### src/rtl/zsc_pkg.sv
// Shared constants and types for the Z80 subsystem bus controller.
// Assumes a 24-bit host byte address and a 16-bit host data bus.
package zsc_pkg;
    localparam int HADDR_W = 24;
    localparam int HDATA_W = 16;

    localparam logic [7:0]  AREA_PAGE   = 8'hA0;
    localparam logic [23:0] IO_BASE     = 24'hA10000;
    localparam logic [23:0] BUSREQ_ADDR = 24'hA11100;
    localparam logic [23:0] RESET_ADDR  = 24'hA11200;
    localparam logic [23:0] BANK_MASK   = 24'hFF7F00;
    localparam logic [23:0] BANK_MATCH  = 24'hA06000;

    // Decoded destination of a host access
    typedef enum logic [3:0] {
        TGT_NONE, TGT_RAM, TGT_FM, TGT_OPEN, TGT_PSG,
        TGT_IO, TGT_BUSREQ, TGT_RESET, TGT_BANK
    } tgt_e;

    // Source of a pending read return
    typedef enum logic [1:0] {RK_OPEN, RK_RAM, RK_FM, RK_IO} rkind_e;
endpackage

### src/rtl/zsc_decode.sv
// Address decoder: maps one host access to a single destination.
// Purely combinational. PSG matching is write-only and takes precedence
// over the sound area; the bank register is write-only.
module zsc_decode
    import zsc_pkg::*;
#(
    parameter int IO_AW = 5
) (
    input  logic [HADDR_W-1:0] addr,
    input  logic               word,
    input  logic               is_wr,
    output tgt_e               tgt
);
    localparam logic [HADDR_W-1:0] PSG_MASK_B = 24'hE700F9;
    localparam logic [HADDR_W-1:0] PSG_MASK_W = 24'hE700F8;
    localparam logic [HADDR_W-1:0] MIR_MASK_B = 24'hFF7FF9;
    localparam logic [HADDR_W-1:0] MIR_MASK_W = 24'hFF7FF8;

    logic psg_hit;
    logic area_hit;
    logic io_hit;

    // PSG match differs in the low address bit between byte and word access
    always_comb begin
        if (word)
            psg_hit = ((addr & PSG_MASK_W) == 24'hC00010) || ((addr & MIR_MASK_W) == 24'hA07F10);
        else
            psg_hit = ((addr & PSG_MASK_B) == 24'hC00011) || ((addr & MIR_MASK_B) == 24'hA07F11);
    end

    assign area_hit = (addr[HADDR_W-1:16] == AREA_PAGE);
    assign io_hit   = (addr[HADDR_W-1:IO_AW] == IO_BASE[HADDR_W-1:IO_AW]);

    // Priority decode into a single target
    always_comb begin
        tgt = TGT_NONE;
        if (is_wr && psg_hit)
            tgt = TGT_PSG;
        else if (area_hit) begin
            if (!addr[14])
                tgt = TGT_RAM;
            else if (addr[14:13] == 2'b10)
                tgt = TGT_FM;
            else if (is_wr && ((addr & BANK_MASK) == BANK_MATCH))
                tgt = TGT_BANK;
            else
                tgt = TGT_OPEN;
        end
        else if (io_hit)
            tgt = TGT_IO;
        else if (is_wr && addr == BUSREQ_ADDR)
            tgt = TGT_BUSREQ;
        else if (is_wr && addr == RESET_ADDR)
            tgt = TGT_RESET;
    end
endmodule

### src/rtl/zsc_ctrl_regs.sv
// Bus-request, reset and run-state registers of the Z80 subsystem.
// Assumes at most one of busreq_wr / reset_wr per cycle. Reset release
// acts only when a reset is pending and re-resets the FM unit.
module zsc_ctrl_regs (
    input  logic clk,
    input  logic rst_n,
    input  logic busreq_wr,
    input  logic reset_wr,
    input  logic ctl_bit,
    output logic z80_busreq,
    output logic z80_reset,
    output logic z80_run,
    output logic fm_rst_pulse,
    output logic z80_rst_pulse
);
    // Register updates and one-cycle reset pulses
    always_ff @(posedge clk) begin
        if (!rst_n) begin
            z80_busreq    <= 1'b0;
            z80_reset     <= 1'b1;
            z80_run       <= 1'b0;
            fm_rst_pulse  <= 1'b0;
            z80_rst_pulse <= 1'b0;
        end else begin
            fm_rst_pulse  <= 1'b0;
            z80_rst_pulse <= 1'b0;
            if (busreq_wr) begin
                z80_busreq <= ctl_bit;
                if (!z80_reset)
                    z80_run <= ~ctl_bit;
            end
            if (reset_wr) begin
                if (!ctl_bit) begin
                    z80_reset    <= 1'b1;
                    z80_run      <= 1'b0;
                    fm_rst_pulse <= 1'b1;
                end else if (z80_reset) begin
                    z80_reset     <= 1'b0;
                    z80_run       <= ~z80_busreq;
                    fm_rst_pulse  <= 1'b1;
                    z80_rst_pulse <= 1'b1;
                end
            end
        end
    end


    reset_kicks_fm_chk: assert property (@(posedge clk) disable iff (!rst_n)
        $rose(z80_reset) |-> fm_rst_pulse);

    reset_stops_run_chk: assert property (@(posedge clk) disable iff (!rst_n)
        z80_reset |-> !z80_run);

    release_pulse_chk: assert property (@(posedge clk) disable iff (!rst_n)
        z80_rst_pulse |-> ($fell(z80_reset) && fm_rst_pulse));
endmodule

### src/rtl/zsc_bank_reg.sv
// Serially loaded bank register: each load shifts right and inserts the
// new bit at the top. The window base is the register scaled by 2^BANK_SHIFT.
module zsc_bank_reg #(
    parameter int BANK_W     = 9,
    parameter int BANK_SHIFT = 15
) (
    input  logic                         clk,
    input  logic                         rst_n,
    input  logic                         bank_wr,
    input  logic                         load_bit,
    output logic [BANK_W+BANK_SHIFT-1:0] bank_base
);
    localparam int BASE_W = BANK_W + BANK_SHIFT;

    logic [BANK_W-1:0] bank_q;

    // Shift in one bit from the top per load
    always_ff @(posedge clk) begin
        if (!rst_n)
            bank_q <= '0;
        else if (bank_wr)
            bank_q <= {load_bit, bank_q[BANK_W-1:1]};
    end

    assign bank_base = BASE_W'({bank_q, {BANK_SHIFT{1'b0}}});


    bank_hold_chk: assert property (@(posedge clk) disable iff (!rst_n)
        !bank_wr |=> $stable(bank_q));
endmodule

### src/rtl/z80_bus_ctrl.sv
// Host-side controller of the Z80 sound subsystem: decodes host accesses,
// registers single-cycle strobes to RAM/FM/PSG/I-O units, gates RAM on bus
// ownership, returns read data two edges after the request, and holds the
// control and bank registers. Assumes unit read data is valid in the cycle
// its strobe is high.
module z80_bus_ctrl
    import zsc_pkg::*;
#(
    parameter int RAM_AW     = 13,
    parameter int IO_AW      = 5,
    parameter int BANK_W     = 9,
    parameter int BANK_SHIFT = 15
) (
    input  logic                         clk,
    input  logic                         rst_n,
    input  logic [23:0]                  host_addr,
    input  logic [15:0]                  host_wdata,
    input  logic                         host_word,
    input  logic                         host_rd,
    input  logic                         host_wr,
    input  logic                         bus_granted,
    input  logic [7:0]                   ram_rdata,
    input  logic [7:0]                   fm_rdata,
    input  logic [7:0]                   io_rdata,
    output logic [15:0]                  host_rdata,
    output logic                         host_rvalid,
    output logic [RAM_AW-1:0]            sel_addr,
    output logic [7:0]                   sel_wdata,
    output logic                         sel_we,
    output logic                         ram_sel,
    output logic                         fm_sel,
    output logic                         psg_sel,
    output logic                         io_sel,
    output logic                         anomaly,
    output logic                         z80_busreq,
    output logic                         z80_reset,
    output logic                         z80_run,
    output logic                         fm_rst_pulse,
    output logic                         z80_rst_pulse,
    output logic [BANK_W+BANK_SHIFT-1:0] bank_base
);
    tgt_e   tgt;
    rkind_e rd_kind;
    logic   rd_pend;
    logic   acc;
    logic   ctl_bit;
    logic   wbyte_hi;

    zsc_decode #(.IO_AW(IO_AW)) u_decode (
        .addr  (host_addr),
        .word  (host_word),
        .is_wr (host_wr),
        .tgt   (tgt)
    );

    assign acc      = host_rd | host_wr;
    assign ctl_bit  = host_word ? host_wdata[8] : host_wdata[0];
    assign wbyte_hi = (tgt == TGT_RAM) && host_word;

    zsc_ctrl_regs u_ctrl (
        .clk           (clk),
        .rst_n         (rst_n),
        .busreq_wr     (host_wr && tgt == TGT_BUSREQ),
        .reset_wr      (host_wr && tgt == TGT_RESET),
        .ctl_bit       (ctl_bit),
        .z80_busreq    (z80_busreq),
        .z80_reset     (z80_reset),
        .z80_run       (z80_run),
        .fm_rst_pulse  (fm_rst_pulse),
        .z80_rst_pulse (z80_rst_pulse)
    );

    zsc_bank_reg #(.BANK_W(BANK_W), .BANK_SHIFT(BANK_SHIFT)) u_bank (
        .clk       (clk),
        .rst_n     (rst_n),
        .bank_wr   (host_wr && tgt == TGT_BANK),
        .load_bit  (host_wdata[0]),
        .bank_base (bank_base)
    );

    // Register the strobe, address, write byte and pending read kind
    always_ff @(posedge clk) begin
        if (!rst_n) begin
            sel_addr  <= '0;
            sel_wdata <= '0;
            sel_we    <= 1'b0;
            ram_sel   <= 1'b0;
            fm_sel    <= 1'b0;
            psg_sel   <= 1'b0;
            io_sel    <= 1'b0;
            anomaly   <= 1'b0;
            rd_pend   <= 1'b0;
            rd_kind   <= RK_OPEN;
        end else begin
            ram_sel <= 1'b0;
            fm_sel  <= 1'b0;
            psg_sel <= 1'b0;
            io_sel  <= 1'b0;
            anomaly <= 1'b0;
            rd_pend <= 1'b0;
            if (acc) begin
                sel_addr  <= host_addr[RAM_AW-1:0];
                sel_wdata <= wbyte_hi ? host_wdata[15:8] : host_wdata[7:0];
                sel_we    <= host_wr;
                rd_pend   <= host_rd && (tgt inside {TGT_RAM, TGT_FM, TGT_OPEN, TGT_IO});
                rd_kind   <= RK_OPEN;
                case (tgt)
                    TGT_RAM: begin
                        if (bus_granted) begin
                            ram_sel <= 1'b1;
                            rd_kind <= RK_RAM;
                        end else
                            anomaly <= 1'b1;
                    end
                    TGT_FM: begin
                        fm_sel  <= 1'b1;
                        rd_kind <= RK_FM;
                    end
                    TGT_PSG: psg_sel <= 1'b1;
                    TGT_IO: begin
                        io_sel  <= 1'b1;
                        rd_kind <= RK_IO;
                    end
                    default: ;
                endcase
            end
        end
    end

    // Capture the unit's read byte and return it on both halves
    always_ff @(posedge clk) begin
        if (!rst_n) begin
            host_rvalid <= 1'b0;
            host_rdata  <= '0;
        end else begin
            host_rvalid <= rd_pend;
            if (rd_pend) begin
                case (rd_kind)
                    RK_RAM:  host_rdata <= {ram_rdata, ram_rdata};
                    RK_FM:   host_rdata <= {fm_rdata, fm_rdata};
                    RK_IO:   host_rdata <= {io_rdata, io_rdata};
                    default: host_rdata <= '1;
                endcase
            end
        end
    end


    one_strobe_chk: assert property (@(posedge clk) disable iff (!rst_n)
        $onehot0({ram_sel, fm_sel, psg_sel, io_sel}));

    ram_needs_bus_chk: assert property (@(posedge clk) disable iff (!rst_n)
        ram_sel |-> $past(bus_granted));

    anomaly_no_ram_chk: assert property (@(posedge clk) disable iff (!rst_n)
        anomaly |-> !ram_sel);

    rvalid_latency_chk: assert property (@(posedge clk) disable iff (!rst_n)
        host_rvalid |-> $past(host_rd, 2));
endmodule

### config.mk
export PLATFORM = sky130hd
export DESIGN_NAME = z80_bus_ctrl
export DESIGN_NICKNAME = d
export VERILOG_FILES = /design/src/rtl/zsc_pkg.sv /design/src/rtl/zsc_decode.sv /design/src/rtl/zsc_ctrl_regs.sv /design/src/rtl/zsc_bank_reg.sv /design/src/rtl/z80_bus_ctrl.sv
export SDC_FILE = /design/constraint.sdc
export NUM_CORES = 1
export LEC_CHECK = 0
export ABC_AREA = 1
export CAP_MARGIN = 20
export CORE_ASPECT_RATIO = 1.25
export CORE_MARGIN = 2
export CORE_UTILIZATION = 67
export CTS_BUF_LIST = sky130_fd_sc_hd__clkbuf_4
export DETAILED_ROUTE_END_ITERATION = 10
export DONT_BUFFER_PORTS = 1
export GPL_TIMING_DRIVEN = 0
export PLACE_DENSITY = 0.82
export SYNTH_ARGS = -nofsm -noshare
export SYNTH_HDL_FRONTEND = slang
export SYNTH_SLANG_ARGS = --single-unit
### constraint.sdc
create_clock -name clk -period 4.61 [get_ports clk]
set_clock_uncertainty 0.15 [all_clocks]
set_input_delay 0.461 -clock clk [delete_from_list [all_inputs] [get_ports clk]]
set_output_delay 0.461 -clock clk [all_outputs]
set_load 0.05 [all_outputs]
Word-level counts from Yosys, hierarchy flattened

Index checks and enable logic that the tools add are counted.
W data, S select, Z words.

Equal/unequal tests: 21
Muxes and demuxes: 27
Bitwise operators: 3
Reductions and logical operators: 16

Operators with widths:

| cell                   | count |
|---|---|
| $eq A24 B24 Y1 const B | 2 |
| $pmux W16 S3           | 1 |
| $mux W4                | 7 |
| $eq A21 B21 Y1 const B | 1 |
| $eq A20 B20 Y1 const B | 1 |
| $eq A19 B19 Y1 const B | 1 |
| $eq A4 B3 Y1 const B   | 4 |
| $mux W1                | 16 |
| $eq A15 B15 Y1 const B | 1 |
| $eq A12 B12 Y1 const B | 1 |
| $eq A11 B11 Y1 const B | 1 |
| $logic_and A1 B1 Y1    | 9 |
| $eq A4 B2 Y1 const B   | 2 |
| $eq A8 B8 Y1 const B   | 1 |
| $mux W8                | 1 |
| $eq A2 B2 Y1 const B   | 3 |
| $pmux W2 S3            | 1 |
| $reduce_and A3 Y1      | 2 |
| $eq A4 B1 Y1 const B   | 1 |
| $eq A4 B4 Y1 const B   | 1 |
| $reduce_and A2 Y1      | 2 |
| $reduce_bool A4 Y1     | 1 |
| $mux W3                | 1 |
| $eq A2 B1 Y1 const B   | 1 |
| 3 further kinds        | 5 |

Register bits: 61
Bits of input ports: 70
Logic and storage cells: 85

Logic depth before layout (Yosys ltp)

Depth after elaboration: 13
Gate-level depth with buffers: 15

By module

Synthesis repeated with hierarchy kept, for this count alone.

Cell total of the unflattened synthesis: 470
Area total of the unflattened synthesis: 2,994.1 µm²

Modules (own cells, without submodules):

| module        | instances | cells each | area an instance (µm²) | sequential area each (µm²) |
|---|---|---|---|---|
| z80_bus_ctrl  | 1         | 267        | 1,814.2                | 780.7 |
| zsc_bank_reg  | 1         | 73         | 500.5                  | 180.2 |
| zsc_decode    | 1         | 103        | 480.5                  | 0.0 |
| zsc_ctrl_regs | 1         | 27         | 198.9                  | 100.1 |

Worst setup path after synthesis

No wires, ideal clock.

Kind: input-to-reg
Start: input port host_word
End: register sel_wdata[0]
Arrival time: 1.593 ns
Slack: 2.758 ns
Stages on the path: 12
Path buffers: 2
Cells stage by stage: buf_2 > o21ai_0 > nor2_1 > nand2_1 > nand2_1 > nor2_4 > nand4_2 > buf_6 > nand2_1 > nand3_1 > nand2_1 > inv_1

Word-level cells in the longest chain between the ends: 6

RTL lines:

| item                   | RTL line            | RTL |
|---|---|---|
| start: declaration     | z80_bus_ctrl.sv:18  | `input logic host_word,` |
| $mux W1                | zsc_decode.sv:25    | `if (word)` |
| $logic_and A1 B1 Y1    | zsc_decode.sv:37    | `if (is_wr && psg_hit)` |
| $mux W4                | zsc_decode.sv:37    |  |
| $eq A4 B1 Y1           | z80_bus_ctrl.sv:58  | `assign wbyte_hi = (tgt == TGT_RAM) && host_word;` |
| $logic_and A1 B1 Y1 *  | z80_bus_ctrl.sv:58  |  |
| $mux W8 *              | z80_bus_ctrl.sv:103 | `sel_wdata <= wbyte_hi ? host_wdata[15:8] : host_wdata[7:0];` |
| end signal: assignment | z80_bus_ctrl.sv:103 |  |
| end: declaration       | z80_bus_ctrl.sv:28  | `output logic [7:0] sel_wdata,` |

Mark *: on every way between the ends. The rest lies on a longest branch, timed or not.
A chain may end at the register's enable or synchronous reset.

Final worst setup path

Start: register host_rdata[8]
End: output port host_rdata[8]

RTL lines:

| item                     | RTL line            | RTL |
|---|---|---|
| start: declaration       | z80_bus_ctrl.sv:25  | `output logic [15:0] host_rdata,` |
| start signal: assignment | z80_bus_ctrl.sv:139 | `RK_RAM: host_rdata <= {ram_rdata, ram_rdata};` |
| start signal: assignment | z80_bus_ctrl.sv:140 | `RK_FM: host_rdata <= {fm_rdata, fm_rdata};` |
| start signal: assignment | z80_bus_ctrl.sv:141 | `RK_IO: host_rdata <= {io_rdata, io_rdata};` |

No word-level cell between the ends.

==> results.cfg <==
[route]
wl_um = 6892
first_iter_violations = 160
vias = 2670
post-route-drc-count = 0
routedWlPerCell_um = 14.21
final_antenna_net_count = 0
viasPerCell = 5.505
drtPass1Iterations = 4

[cells_and_area]
stdcell_count = 485
mostFrequentLayoutCell = nand2_1
antennaDiodeCount = 0
seq_area_um2 = 1061
area_growth_pct = 6.858
drive_gt1_share_pct = 13.05
multiInputGateArea_um2 = 1356
final_cell_mix = 75 x nand2_1, 53 x dfxtp_1, 51 x nor2_1, 51 x nand3_1, 43 x inv_1
fin_nets = 498
filler_cell_count = 371

[sta]
tightest_slew_ns = 0.6153
slew_violations = 0
timing.hold.ws_ns = 0.02556
setup_viol = 0
maxSlewHeadroom_pct = 58.92
min_period_ns = 1.993
finalHoldViolations = 0
min_period_over_period_pct = 43.24
rsz0062_at_grt = no
finalSetupTns_ns = 0
max_freq_ghz = 0.5017

[floorplan]
dieArea_um2 = 4702
fp.coreArea_um2 = 4034
ios = 143
start_util_pct = 69.20
die_x_um = 61.73
die_h_um = 76.17
num_rows = 26

[critical_path]
cpMaxStageDelayCell = dfxtp_1
end_kind = primary output
crit_chain = buf_4
worstSetupStartpointType = register
path_max_fanout = 3
required_ns = 4.00
reg2regPathDepth = 4
cp.depth = 1
critPathBufInv = 1
critPathKind = reg2out
cp.arrival_ns = 1.38
critical_path.max_stage_delay_ns = 0.70
path_delay_family = flip-flops

[global_route]
antenna_found_initial = 0
grt_pass1_wl_um = 11140
grtUsageTotal_pct = 30.20
grt-ovfl-total = 0
grt_max_degree = 17
grt_pass1_vias = 2536

[synth]
synth_cells = 406
synth_top_cell_area_share_pct = 38.01
syn_avg_cell_area_um2 = 6.875
ys_seq_elements = 53
syn_area_um2 = 2791
ys_warn_count = 0
synth-seq-area-share_pct = 38.01
ys_top_cells_by_area = dfxtp_1 38%, nand2_1 10%, nand3_1 9.1%, nor2_1 6.9%, buf_4 6.5%
synth.distinct_cells = 31
yosys.area.top_type = dfxtp_1

[cts]
tritoncts = yes
ctsResizeCount = 0
numCtsBuffers = 5
cts_sinks = 53
postCtsHoldBufs = 1
ctsHtreeMaxLevel = 2
clockRootBuffer = clkbuf_4
post_cts_buffers = 0
clockBufferDepth = 2
clk_latency_ns = 0.38
clk_pin_slew_ns = 0.16

[run_status]
outcome = finished, final reports clean

[power]
power_uw = 843.4
ir_worst_vdd_mv = 0.1761
leakagePower_uw = 0.001368
power_density_nw_per_um2 = 282.8

[worst_hold_path]
holdPathStages = 2
hold_path_class = in2reg

[place]
io_buffers = 0
gp_congestion = 0.9163
place_hpwl_um = 5384
place_inst = 476

[flow_run]
cap_violations = 0
## per-stage QoR
| step | utilization, % | cell area, um^2 | setup slack (ns) |
|---|---|---|---|
| finish | 73.95 | 2983 | 2.617 |
| global placement | 72.24 | 2914 | 2.573 |
| detailed placement | 72.24 | 2914 | 2.559 |
| global route | 73.95 | 2983 | 2.560 |
| CTS | 73.95 | 2983 | 2.618 |
| floorplan | - | 2844 | 2.758 |
## synth_stat cells
cell type / n
a211oi_1: 5
a21oi_1: 9
a41oi_1: 8
buf_1: 1
buf_2: 2
buf_4: 24
buf_6: 1
clkbuf_1: 11
clkinv_1: 2
conb_1: 1
dfxtp_1: 53
inv_1: 43
inv_2: 3
nand2_1: 75
nand2_2: 2
nand3_1: 51
nand3_2: 2
nand3b_1: 2
nand4_1: 7
nand4_2: 1
nor2_1: 51
nor2_2: 6
nor2_4: 4
nor3_1: 5
nor4_1: 2
o211ai_1: 1
o21a_1: 1
o21ai_0: 24
o21ai_1: 5
o21ai_2: 3
o221ai_1: 1
## power by group
part	internal (uW)	switching, uW
Clock	67.3	154
Sequential	471	53.9
Combinational	28.8	67.8
## cells by family after synthesis
family	Yosys count	synth area share [%]
AOI/OAI and AO/OA	57	12.46
buffers and inverters	87	15.28
DFF	53	38.01
other	1	0.1343
and+or+nand+nor	208	34.11
## state kept, by name (all words and copies together) (netlist names), 2 cells and up
register       cells
host_rdata         8
rd_kind            2
sel_addr          13
sel_wdata          8
u_bank.bank_q      9
## area by class of cell
| cell class | instances | share of cell area (%) |
|---|---|---|
| clock buffers | 6 | 1.510 |
| flip-flops and latches | 53 | 35.57 |
| plain buffers | 39 | 8.263 |
| clock inverters | 2 | 0.4614 |
| inverters | 48 | 6.040 |
| repair buffers | 1 | 0.3356 |
| multi-input cells | 280 | 45.47 |
| well taps | 56 | 2.349 |
## metal layers
layer / part of all wire [%] / vias up / global-route usage (%)
met2: 50 / 112 / 50.84
met4: 1.9 / 0 / 9.149
met5: 0 / - / 0
met3: 8.2 / 13 / 8.489
li1: - / 1330 / -
met1: 39 / 1215 / 35.98
## worst paths after layout
kind,slack (ns),from,to
max,2.62,host_rdata[8]$_SDFFE_PN0P_,host_rdata[8]
min,0.03,host_addr[4],sel_addr[4]$_SDFFE_PN0N_
min reg2reg,0.52,rd_pend$_SDFF_PN0_,host_rvalid$_SDFF_PN0_
max reg2reg,2.94,rd_kind[0]$_SDFFE_PN0N_,host_rdata[13]$_SDFFE_PN0P_
Power figures use the tool's default switching activity.
